`src/rtl/win_cnt_pkg.sv`:
```
package win_cnt_pkg;

    // Phase of the windowed counter
    typedef enum logic [0:0] {
        PH_LEADIN = 1'b0,  // climbing from zero toward the window top
        PH_WINDOW = 1'b1   // cycling inside the window
    } phase_t;

endpackage

```
`src/rtl/win_cnt_bcd.sv`:
```
module win_cnt_bcd #(
    parameter int W   = 9,
    parameter int DIG = 3
) (
    input  logic [W-1:0]       bin,
    output logic [4*DIG-1:0]   bcd
);

    localparam int AW = W + 4*DIG;

    logic [AW-1:0] acc;

    // Shift-and-add-three conversion, unrolled over the input bits
    always_comb begin
        acc = '0;
        acc[W-1:0] = bin;
        for (int i = 0; i < W; i++) begin
            for (int d = 0; d < DIG; d++) begin
                if (acc[W + 4*d +: 4] >= 4'd5) begin
                    acc[W + 4*d +: 4] = acc[W + 4*d +: 4] + 4'd3;
                end
            end
            acc = acc << 1;
        end
        bcd = acc[W +: 4*DIG];
    end

endmodule

```
`src/rtl/win_cnt_seq.sv`:
```
module win_cnt_seq
    import win_cnt_pkg::*;
#(
    parameter int W  = 9,
    parameter int LO = 400,
    parameter int HI = 500
) (
    input  logic         clk,
    input  logic         rst,
    input  logic         en,
    input  logic         mode_leadin,
    output logic [W-1:0] count,
    output logic         wrap,
    output phase_t       phase
);

    localparam logic [W-1:0] LO_V = W'(LO);
    localparam logic [W-1:0] HI_V = W'(HI);

    phase_t phase_nxt;
    logic   at_top;

    assign at_top = (count == HI_V);

    // State register
    always_ff @(posedge clk) begin
        if (rst) begin
            phase <= mode_leadin ? PH_LEADIN : PH_WINDOW;
        end else begin
            phase <= phase_nxt;
        end
    end

    // Next-state logic
    always_comb begin
        phase_nxt = phase;
        unique case (phase)
            PH_LEADIN: if (en && at_top) phase_nxt = PH_WINDOW;  // top reached
            PH_WINDOW: phase_nxt = PH_WINDOW;
            default:   phase_nxt = PH_WINDOW;
        endcase
    end

    // Output registers: count and wrap pulse
    always_ff @(posedge clk) begin
        if (rst) begin
            count <= mode_leadin ? '0 : LO_V;
            wrap  <= 1'b0;
        end else if (en) begin
            if (at_top) begin
                count <= LO_V;
                wrap  <= 1'b1;
            end else begin
                count <= count + W'(1);
                wrap  <= 1'b0;
            end
        end else begin
            wrap <= 1'b0;
        end
    end

    AST_STEP_ONE: assert property (@(posedge clk) disable iff (rst)
        (en && count != HI_V) |=> (count == $past(count) + W'(1)));
    AST_WINDOW_BOUND: assert property (@(posedge clk) disable iff (rst)
        (phase == PH_WINDOW) |-> (count >= LO_V && count <= HI_V));
    AST_LEADIN_CEIL: assert property (@(posedge clk) disable iff (rst)
        (phase == PH_LEADIN) |-> (count <= HI_V));
    AST_TOP_TO_LO: assert property (@(posedge clk) disable iff (rst)
        (en && count == HI_V) |=> (count == LO_V && wrap));
    AST_WRAP_AT_LO: assert property (@(posedge clk) disable iff (rst)
        wrap |-> (count == LO_V && phase == PH_WINDOW));
    AST_HOLD_IDLE: assert property (@(posedge clk) disable iff (rst)
        !en |=> ($stable(count) && !wrap));

endmodule

```
`src/rtl/win_cnt.sv`:
```
module win_cnt
    import win_cnt_pkg::*;
#(
    parameter int W   = 9,
    parameter int LO  = 400,
    parameter int HI  = 500,
    parameter int DIG = 3
) (
    input  logic             clk,
    input  logic             rst,
    input  logic             en,
    input  logic             mode_leadin,
    output logic [W-1:0]     count,
    output logic             wrap,
    output logic [4*DIG-1:0] bcd
);

    localparam logic [W-1:0] LO_V = W'(LO);

    phase_t phase;

    win_cnt_seq #(
        .W  (W),
        .LO (LO),
        .HI (HI)
    ) u_seq (
        .clk         (clk),
        .rst         (rst),
        .en          (en),
        .mode_leadin (mode_leadin),
        .count       (count),
        .wrap        (wrap),
        .phase       (phase)
    );

    win_cnt_bcd #(
        .W   (W),
        .DIG (DIG)
    ) u_bcd (
        .bin (count),
        .bcd (bcd)
    );

    AST_RESET_DIRECT: assert property (@(posedge clk)
        (rst && !mode_leadin) |=> (count == LO_V && !wrap));
    AST_RESET_LEADIN: assert property (@(posedge clk)
        (rst && mode_leadin) |=> (count == '0 && !wrap));

    for (genvar g = 0; g < DIG; g++) begin : g_digit_chk
        AST_BCD_DIGIT: assert property (@(posedge clk) disable iff (rst)
            (bcd[4*g +: 4] <= 4'd9));
    end

endmodule

```
`config.mk`:
```
export PLATFORM = sky130hd
export DESIGN_NAME = win_cnt
export DESIGN_NICKNAME = d
export VERILOG_FILES = /design/src/rtl/win_cnt_pkg.sv /design/src/rtl/win_cnt_bcd.sv /design/src/rtl/win_cnt_seq.sv /design/src/rtl/win_cnt.sv
export SDC_FILE = /design/constraint.sdc
export NUM_CORES = 1
export LEC_CHECK = 0
export ABC_AREA = 1
export BUFFER_PORTS_ARGS = -buffer_cell sky130_fd_sc_hd__buf_2
export CAP_MARGIN = 20
export CORE_MARGIN = 2
export CORE_UTILIZATION = 52
export CTS_CLUSTER_DIAMETER = 50
export DETAILED_ROUTE_END_ITERATION = 12
export GPL_ROUTABILITY_DRIVEN = 0
export PLACE_DENSITY = 0.79
export SKIP_CTS_REPAIR_TIMING = 1
export SYNTH_ARGS = -nofsm -noshare
export SYNTH_HDL_FRONTEND = slang
export SYNTH_SLANG_ARGS = --single-unit
export TNS_END_PERCENT = 20
```
`constraint.sdc`:
```
create_clock -name clk -period 4.5 [get_ports clk]
set_input_delay 0.9 -clock clk [delete_from_list [all_inputs] [get_ports clk]]
set_output_delay 0.9 -clock clk [all_outputs]
set_load 0.01 [all_outputs]
```
==> key figures, run 1 <==
Setup path
  • Slowest library cell on the worst path: edfxtp_1
  • Worst Setup EP: bcd[6]
  • Worst path buffer plus inverter count: 9
  • Crit start category: register
  • Worst Path Required: about 3.6 ns
  • Crit. Startpoint: u_seq.count[7]
  • Worst reg2reg setup slack: 2.71 ns
  • Type of the worst setup path: register to output pin
  • Cell family with the largest share of critical-path delay: simple AND/OR/NAND/NOR gates
  • FF-to-FF End: u_seq.count[7]
  • Critical Path Fanout Max: 5
  • Crit end category: output pin
  • RR Startpoint: u_seq.count[6]
  • Reg2reg path depth: 8
  • CP Depth: 39
  • WP data arrival: about 4.2 ns
  • Cell mode on critical path: nand2_2
  • Worst stage delay on the critical path: around 0.45 ns

Global routing
  • Total track usage: between 20% and 30%
  • Met3 usage: about 1.5%
  • Grt met1 use: approximately a quarter
  • Initial antenna violation count: 0
  • Busiest grt layer: met2
  • GR Overflow Total: 0
  • M2 GR Usage: 39.56%
  • Global-route wire length before repair: about 6000 µm
  • Vias in the first global route: 1503
  • Largest net degree at the start of global routing: 10

Die
  • Core region area: ~3000 µm²
  • Die area: approximately 3500 µm²
  • I/O pin total: 26
  • Row cnt: 20
  • Initial Util: 53.49%
  • Die W: approximately 59 µm
  • Die height: ~59 µm

Power
  • Int Power: around 0.00067 W
  • Leak Pwr: 1.241 nW
  • Pwr/cell area: slightly above 600 nW/µm²
  • Peak supply drop: just under 300 µV
  • Combinational share of power: roughly 85%
  • Switching share of power: roughly half
  • Clock power frac: under 10%
  • Flop pwr share: around 8.9%
  • Switching power: approximately 0.00073 W

Synth
  • Synthesis Warnings: 0
  • Syn Inst Count: 240
  • Syn Area/Cell: between 6 and 7 µm²
  • Synth Register Bits: 10
  • Net count after synthesis: around 260
  • Leading area contributor after synthesis: edfxtp_1
  • Synth cell types: 31
  • Sequential area share after synthesis: between 10% and 20%
  • Synthesized area: ~1600 µm²
  • Area contributors post-synth: edfxtp_1, nand2_1, ha_1
  • Synth top area share: 16.97%

STA
  • Slew headroom: roughly 61%
  • Fin Hold WS: about 0.63 ns
  • Final setup vio count: 9
  • Fmax: 197.1 MHz
  • Hold Fails Final Rpt: 0
  • Setup Skew: about 0.0045 ns
  • Tightest Pin Transition: ~0.6 ns
  • Max Slew Vio Count: 0
  • Final Cycle Share: 112.7%
  • RSZ-0062 raised after global routing: true
  • Final setup TNS: -3.620 ns
  • Min Clock Period, post-route: slightly above 5 ns
  • Final worst setup slack: -0.5729 ns

Placed design
  • DPL Wire Length: approximately 2900 µm
  • IO buf count: 24
  • Dpl ws: -0.3857 ns

Final layout
  • Most common cell after layout, fill and taps aside: nand2_1
  • Net count, final: 322
  • Antenna Diode Count: 0
  • Syn-to-layout area delta: 41.95%
  • Commonest cells after routing, fill and taps aside: nand2_1, buf_4, inv_1
  • Share of cells above drive strength 1: just under 50%

Drt
  • Avg WL per Cell: ~11 µm
  • DRT Pass-1 Iters: 4
  • WL final: ~3600 µm
  • Via/cell ratio: approximately 5.0
  • Vias: ~1700
  • First-iteration detailed-routing DRC count: 27
  • Post-DRT Antenna Nets: 0
  • # DRC: 0

Clocking
  • Clock latency on the worst-skew pair: around 0.28 ns
  • H-tree Lvls: 1
  • Clk sink count: 10
  • CTS Buf Count: 3
  • CTS root buf: clkbuf_4
  • Deepest clock path buffer count: 2
  • Worst-path clk slew: around 0.07 ns
  • CTS tree: yes

Status
  • Failing checks: setup timing
  • Result of the run: finished with violations

Worst hold path
  • Hold Path Class: register to register

Job
  • Max-Cap Viols: 0
-- cell usage after synthesis --
cell type and number:
nand2_1 67, inv_1 38, nand3_1 24, nand2_2 19, ha_1 13, nand2_4 11
edfxtp_1 9, nor2_1 9, nand3_2 7, inv_2 5, a21oi_1 4, nand4_1 4
a31oi_1 3, nor3_1 3, o21ai_2 3, xor2_1 3, buf_4 2, nor3b_1 2
o21ai_1 2, a21boi_0 1, buf_6 1, conb_1 1, dfxtp_1 1, nand3_4 1
nand3b_1 1, nor4_1 1, o211ai_1 1, o21a_1 1, o21ai_0 1, o22ai_1 1
or2_4 1
-- power groups by stage --
stage	clock (W)	combinational [W]	sequential [W]
global route	0.0000887	0.00133	0.000126
finish	0.0000845	0.00119	0.000124
CTS	0.0000861	0.00107	0.000124
global placement	0	0.00104	0.000125
floorplan	0	0.000763	0.000128
detailed placement	0	0.00107	0.000126
-- cell families after synthesis --
group | synth area share (%)
fa+ha+maj | 10.21
compound gates | 6.835
simple gates | 51.06
other cells | 0.2354
flops | 18.22
xor+xnor | 1.650
buf+inv | 11.78
-- worst min path at each step --
| stage | startpoint | end | slack (ns) | cells after the start |
|---|---|---|---|---|
| 2_1_floorplan | u_seq.count[0] | u_seq.count[0] | 0.66 | 1 |
| 3_3_place_gp | u_seq.count[0] | u_seq.count[0] | 0.62 | 1 |
| 3_5_place_dp | u_seq.count[0] | u_seq.count[0] | 0.63 | 1 |
| 4_1_cts | u_seq.count[0] | u_seq.count[0] | 0.64 | 1 |
| 5_1_grt | u_seq.count[0] | u_seq.count[0] | 0.68 | 1 |
| 6_report | u_seq.count[0] | u_seq.count[0] | 0.63 | 1 |
-- worst register-to-register path: stages, from the launching register on --
cell and delay [ns]:
edfxtp_1 0.44, buf_4 0.19, ha_1 0.19, inv_1 0.08, nor2_1 0.06, nand4_1 0.11, nand2_1 0.19, nor3_1 0.24
nor2_1 0.06
-- through the flow --
step / power (W) / instances / utilization [%] / instance area (µm²)
3_3_place_gp: 0.001166 / 328 / 69.75 / 2077
4_1_cts: 0.001282 / 332 / 70.97 / 2113
3_5_place_dp: 0.001196 / 328 / 69.75 / 2077
2_1_floorplan: 0.0008910 / 240 / - / 1687
6_report: 0.001403 / 337 / 75.92 / 2261
5_1_grt: 0.001548 / 337 / 75.92 / 2261
-- flip-flops by register name (all words and copies together), names as in the netlist --
name / cells
u_seq.count: 9
u_seq.wrap: 1
-- layout make-up --
type                    instances  area [µm²]
flip-flops and latches         10       290.3
multi-input cells             184        1306
repair buffers                 63       425.4
inverters                      43       161.4
fillers                       235       716.9
clock buffers                   4       36.28
well taps                      33       41.29
-- routing by layer --
metal	share of wire, %	wire length (µm)
met2	52	1879
met4	1.0	38
met5	0	0
met1	44	1610
met3	2.8	103
Note: power is estimated with default switching activity, not from simulation.
==> run 2, diff against run 1 <==
Settings changed: SYNTH_HIERARCHICAL set to 1.
==> key figures, run 2 <==
Global routing
  • Initial antenna violation count: 0 (unchanged)
  • Global-route wire length before repair: 5775 µm (-4.0%)
  • Total track usage: 20.02% (-1.6 points)
  • Grt met1 use: 23.49% (-3.1 points)
  • Largest net degree at the start of global routing: 12 (+2)
  • M2 GR Usage: 40.19% (+0.63 points)
  • Met3 usage: 1.528% (unchanged)
  • Busiest grt layer: met2
  • Vias in the first global route: 1547 (+2.9%)
  • GR Overflow Total: 0 (unchanged)

Status
  • Result of the run: finished with violations
  • Failing checks: setup timing

STA
  • Setup Skew: 0.003732 ns (-0.0007570 ns)
  • Final setup vio count: 10 (+1)
  • Min Clock Period, post-route: 5.363 ns (+0.2905 ns)
  • Fmax: 186.4 MHz (-5.4%)
  • Final Cycle Share: 119.2% (+6.5 points)
  • Hold Fails Final Rpt: 0 (unchanged)
  • Final setup TNS: -5.799 ns (-2.179 ns)
  • Max Slew Vio Count: 0 (unchanged)
  • Final worst setup slack: -0.8634 ns (-0.2905 ns)
  • RSZ-0062 raised after global routing: true

Setup path
  • Critical Path Fanout Max: 5 (unchanged)
  • Crit end category: output pin
  • Cell mode on critical path: nand2_2
  • Worst Path Required: 3.60 ns (about the same)
  • Type of the worst setup path: register to output pin
  • WP data arrival: 4.46 ns (+0.29 ns)
  • Worst reg2reg setup slack: 3.03 ns (+0.32 ns)
  • Crit start category: register
  • Slowest library cell on the worst path: edfxtp_1
  • Worst stage delay on the critical path: 0.40 ns (-0.05 ns)

Synth
  • Syn Area/Cell: 6.432 µm² (-3.1%)
  • Synthesis Warnings: 6 (+6)
  • Syn Inst Count: 249 (+3.8%)
  • Net count after synthesis: 266 (+3.5%)
  • Synthesized area: 1602 µm² (+0.55%)

Drt
  • DRT Pass-1 Iters: 4 (unchanged)
  • # DRC: 0 (unchanged)
  • Vias: 1822 (+7.6%)
  • Via/cell ratio: 5.104 (+1.5%)
  • WL final: 4199 µm (+16%)
  • Post-DRT Antenna Nets: 0 (unchanged)
  • Avg WL per Cell: 11.76 µm (+9.2%)
  • First-iteration detailed-routing DRC count: 66 (+140%)

Final layout
  • Top Registers: u_seq/count: 9 flops, u_seq/wrap: 1 flops
  • FF/Latch Area: 290.3 µm² (unchanged)
  • Non-filler cells, final: 357 (+5.9%)
  • Antenna Diode Count: 0 (unchanged)
  • Share of cells above drive strength 1: 50.93% (+1.9 points)
  • Commonest cells after routing, fill and taps aside: nand2_1, buf_4, nand2_2
  • Net count, final: 342 (+6.2%)
  • # fillers: 209 (-11%)
  • Most flops, register: u_seq/count
  • Syn-to-layout area delta: 46.72%
  • Area of the multi-input gates: 1314 µm² (+0.57%)
  • Max reg flops: 9 (unchanged)
  • Most common cell after layout, fill and taps aside: nand2_1

Placed design
  • Dpl cells: 344 (+4.9%)
  • IO buf count: 24 (unchanged)
  • DPL Wire Length: 2845 µm (-0.88%)

Power
  • Clock power frac: 5.1% (-0.9 points)
  • Combinational share of power: 86.6% (+1.5 points)
  • Int Power: 0.0007622 W (+13%)
  • Switching share of power: 50.92% (-1.0 points)
  • Peak supply drop: 424.0 µV (+43%)
  • Leak Pwr: 1.278 nW (+2.9%)
  • Flop pwr share: 8.3% (-0.6 points)
  • Switching power: 0.0007909 W (+8.5%)
  • Pwr/cell area: 661.0 nW/µm² (+6.5%)

Clocking
  • H-tree Lvls: 1 (unchanged)
  • CTS Buf Count: 3 (unchanged)
  • CTS root buf: clkbuf_4
  • Clk sink count: 10 (unchanged)
  • Clock latency on the worst-skew pair: 0.26 ns (-0.02 ns)
  • CTS tree: yes
  • Worst-path clk slew: 0.07 ns (about the same)
  • Deepest clock path buffer count: 2 (unchanged)

Job
  • Max-Cap Viols: 0 (unchanged)

Die
  • Die area: 3540 µm² (+0.51%)
  • Initial Util: 53.78% (+0.29 points)
  • Row cnt: 20 (unchanged)
  • Core region area: 2978 µm² (unchanged)
  • Die W: 59.50 µm (+0.25%)
  • Die height: 59.50 µm (+0.25%)
  • I/O pin total: 26 (unchanged)

Worst hold path
  • Hold Path Class: register to register
-- run 2: cell types whose count changed in the layout (fill, tap and decap cells not counted), sizes merged, moves of 2 or more --
cell   previous run  this run
nor3              3         0
nand3            32        37
or2               1         3
nor3b             2         0
a31oi             3         0
buf              63        74
xor2              3         5
nor2              9        18
nand2            97        99
-- run 2: metal layers --
layer,routed length (µm),up-vias
met5,0,-
met4,31,0
met3,102,4
met2,2370,36
met1,1695,850
li1,-,932
-- run 2: final timing paths --
kind / cells past startpoint / start / end
setup reg to reg: 8 / u_seq/count[1] / u_seq/count[8]
hold reg to reg: 1 / u_seq/count[0] / u_seq/count[0]
setup / recovery: 39 / u_seq/count[6] / bcd[5]
hold / removal: 1 / u_seq/count[0] / u_seq/count[0]
-- run 2: worst max-delay path, delay by kind of cell (launching register included) --
family	cells	cell delay, ns
AND/OR/NAND/NOR	20	1.84
adder cells (fa/ha/maj)	7	1.05
buffers and inverters	11	0.75
flip-flops	1	0.40
AO/OA/AOI/OAI	1	0.13
-- run 2: per-stage QoR --
| stage | util [%] | hold slack (ns) | total power [W] | setup WS, ns | instance area (µm²) |
|---|---|---|---|---|---|
| 5_1_grt | 78.91 | 0.6984 | 0.001703 | -1.179 | 2350 |
| 4_1_cts | 71.47 | 0.6598 | 0.001386 | -0.9908 | 2128 |
| 6_report | 78.91 | 0.6630 | 0.001553 | -0.8634 | 2350 |
| 3_5_place_dp | 70.25 | 0.6484 | 0.001302 | -0.7057 | 2092 |
| 2_1_floorplan | - | 0.6782 | 0.0009133 | -0.5281 | 1645 |
| 3_3_place_gp | 70.25 | 0.6443 | 0.001267 | -0.5059 | 2092 |
-- run 2: power by group through the flow --
stage / Sequential, W / Clock (W) / Combinational [W]
2_1_floorplan: 0.000132 / 0 / 0.000781
3_3_place_gp: 0.000129 / 0 / 0.00114
3_5_place_dp: 0.000129 / 0 / 0.00117
4_1_cts: 0.000127 / 0.0000806 / 0.00118
5_1_grt: 0.000131 / 0.0000832 / 0.00149
6_report: 0.000129 / 0.0000793 / 0.00135
-- run 2: final cells by class --
type                            count  area share [%]
Inverter                           42           6.816
Multi-Input combinational cell    194           55.91
Tap cell                           33           1.757
Timing Repair Buffer               74           21.62
Clock buffer                        4           1.544
Sequential cell                    10           12.35
==> run 3, diff against run 2 <==
Settings changed: CORE_MARGIN 2 to unset.
==> key figures, run 3 (same netlist as run 2, synthesis figures left out) <==
Status
  • Result of the run: finished with violations
  • Failing checks: DRC, setup timing

Worst hold path
  • Min-Delay Endpoint: u_seq/count[0]
  • Hold Path Class: register to register
  • Critical hold path startpoint: u_seq/count[0]
  • Worst Hold Depth: 1 (unchanged)

Final layout
  • Share of cells above drive strength 1: 51.55% (+0.63 points)
  • Net count, final: 340 (-0.58%)
  • Syn-to-layout area delta: 48.67%
  • Top Registers: u_seq/count: 9 flops, u_seq/wrap: 1 flops
  • Final core utilization: 84.17% (+5.3 points)
  • Non-filler cells, final: 353 (-1.1%)
  • Antenna Diode Count: 0 (unchanged)
  • Commonest cells after routing, fill and taps aside: nand2_1, buf_4, nand2_2
  • Max reg flops: 9 (unchanged)
  • Most flops, register: u_seq/count
  • Most common cell after layout, fill and taps aside: nand2_1

Die
  • Die W: 57.50 µm (-3.4%)
  • Row cnt: 19 (-5.0%)
  • Core region area: 2829 µm² (-5.0%)
  • Die area: 3306 µm² (-6.6%)
  • Initial Util: 56.61% (+2.8 points)
  • I/O pin total: 26 (unchanged)
  • Die height: 57.50 µm (-3.4%)

Setup path
  • Crit start category: register
  • Crit end category: output pin
  • Cell mode on critical path: nand2_2
  • Reg2reg path depth: 8 (unchanged)
  • RR Startpoint: u_seq/count[1]
  • Type of the worst setup path: register to output pin
  • Worst Path Required: 3.60 ns (about the same)
  • Slowest library cell on the worst path: edfxtp_1
  • Cell family with the largest share of critical-path delay: simple AND/OR/NAND/NOR gates
  • Worst reg2reg setup slack: 3.01 ns (-0.02 ns)
  • Worst stage delay on the critical path: 0.40 ns (about the same)
  • Worst path buffer plus inverter count: 11 (unchanged)
  • FF-to-FF End: u_seq/count[8]
  • Critical Path Fanout Max: 5 (unchanged)
  • WP data arrival: 4.63 ns (+0.17 ns)
  • CP Depth: 40 (+2.6%)

STA
  • Final Cycle Share: 122.8% (+3.6 points)
  • Max Slew Vio Count: 0 (unchanged)
  • RSZ-0062 raised after global routing: true
  • Final setup TNS: -8.080 ns (-2.281 ns)
  • Fmax: 181.0 MHz (-2.9%)
  • Min Clock Period, post-route: 5.526 ns (+0.1625 ns)
  • Final worst setup slack: -1.026 ns (-0.1625 ns)
  • Final setup vio count: 10 (unchanged)
  • Setup Skew: 0.006483 ns (+0.002751 ns)
  • Fin Hold WS: 0.6943 ns (+0.03131 ns)
  • Hold Fails Final Rpt: 0 (unchanged)

Drt
  • Met3 wire length: 62 µm (-39%)
  • DRT Pass-1 Iters: 8 (+4)
  • First-iteration detailed-routing DRC count: 61 (-7.6%)
  • Via/cell ratio: 5.198 (+1.9%)
  • WL final: 4321 µm (+2.9%)
  • Post-DRT Antenna Nets: 0 (unchanged)
  • Avg WL per Cell: 12.24 µm (+4.1%)
  • # DRC: 2 (+2)
  • M1 WL: 1717 µm (+1.3%)
  • Uppermost routed layer: met4
  • Vias: 1835 (+0.71%)
  • Routed wl met2: 2448 µm (+3.3%)

Clocking
  • CTS Buf Count: 3 (unchanged)
  • CTS root buf: clkbuf_4
  • Worst-path clk slew: 0.07 ns (about the same)
  • Clock latency on the worst-skew pair: 0.26 ns (about the same)
  • CTS tree: yes
  • Deepest clock path buffer count: 2 (unchanged)
  • H-tree Lvls: 1 (unchanged)
  • Clk sink count: 10 (unchanged)

Placed design
  • DPL Wire Length: 2991 µm (+5.1%)
  • Dpl cells: 338 (-1.7%)
  • IO buf count: 24 (unchanged)

Power
  • Peak supply drop: 512.0 µV (+21%)
  • Leak Pwr: 1.271 nW (-0.51%)
  • Tot Pwr: 0.001608 W (+3.5%)
  • Pwr/cell area: 675.4 nW/µm² (+2.2%)

Job
  • Max-Cap Viols: 0 (unchanged)

Global routing
  • Largest net degree at the start of global routing: 12 (unchanged)
  • GR Overflow Total: 0 (unchanged)
  • Global-route wire length before repair: 6182 µm (+7.0%)
  • Total track usage: 22.92% (+2.9 points)
  • Initial antenna violation count: 0 (unchanged)
  • Vias in the first global route: 1589 (+2.7%)
[run 3: stage by stage]
step                worst slack, ns  cell area (µm²)
finish                       -1.026             2381
global route                 -1.223             2381
CTS                          -1.040             2086
detailed placement          -0.7400             2059
global placement            -0.5101             2059
floorplan                   -0.5281             1645
[run 3: worst reg2reg max path, cell delays in order (launching register included)]
cell	delay [ns]
edfxtp_1	0.48
ha_1	0.29
nand2_1	0.08
nor2_1	0.14
nand2_1	0.07
nand2_1	0.05
nand2_1	0.06
nand2_1	0.07
nand2_1	0.05
[run 3: layout make-up]
class / instances / area, µm²
Multi-Input combinational cell: 194 / 1373
Timing Repair Buffer: 72 / 493.0
Fill cell: 177 / 447.9
Sequential cell: 10 / 290.3
Inverter: 42 / 160.2
Tap cell: 31 / 38.79
Clock buffer: 4 / 26.28
[run 3: routing by layer]
metal / global-route usage, % / vias to the layer above
li1: - / 931
met1: 25.77 / 869
met2: 47.34 / 27
met3: 0.6803 / 8
met4: 3.833 / 0
met5: 0 / -
[run 3: report_power, final]
| part | leakage (nW) | internal, W | total, W | switching, W |
|---|---|---|---|---|
| clock network | 0.0150 | 0.0000342 | 0.0000632 | 0.0000290 |
| logic | 1.15 | 0.000613 | 0.00142 | 0.000804 |
| registers | 0.105 | 0.000112 | 0.000128 | 0.0000155 |
| total | 1.27 | 0.000759 | 0.00161 | 0.000849 |
[run 3: how the worst max path moves through the flow]
| stage | start | endpoint | slack [ns] |
|---|---|---|---|
| 2_1_floorplan | u_seq/count[6] | bcd[5] | -0.53 |
| 3_3_place_gp | u_seq/count[7] | bcd[5] | -0.51 |
| 3_5_place_dp | u_seq/count[7] | bcd[6] | -0.74 |
| 4_1_cts | u_seq/count[7] | bcd[6] | -1.04 |
| 5_1_grt | u_seq/count[6] | bcd[6] | -1.22 |
| 6_report | u_seq/count[7] | bcd[5] | -1.03 |
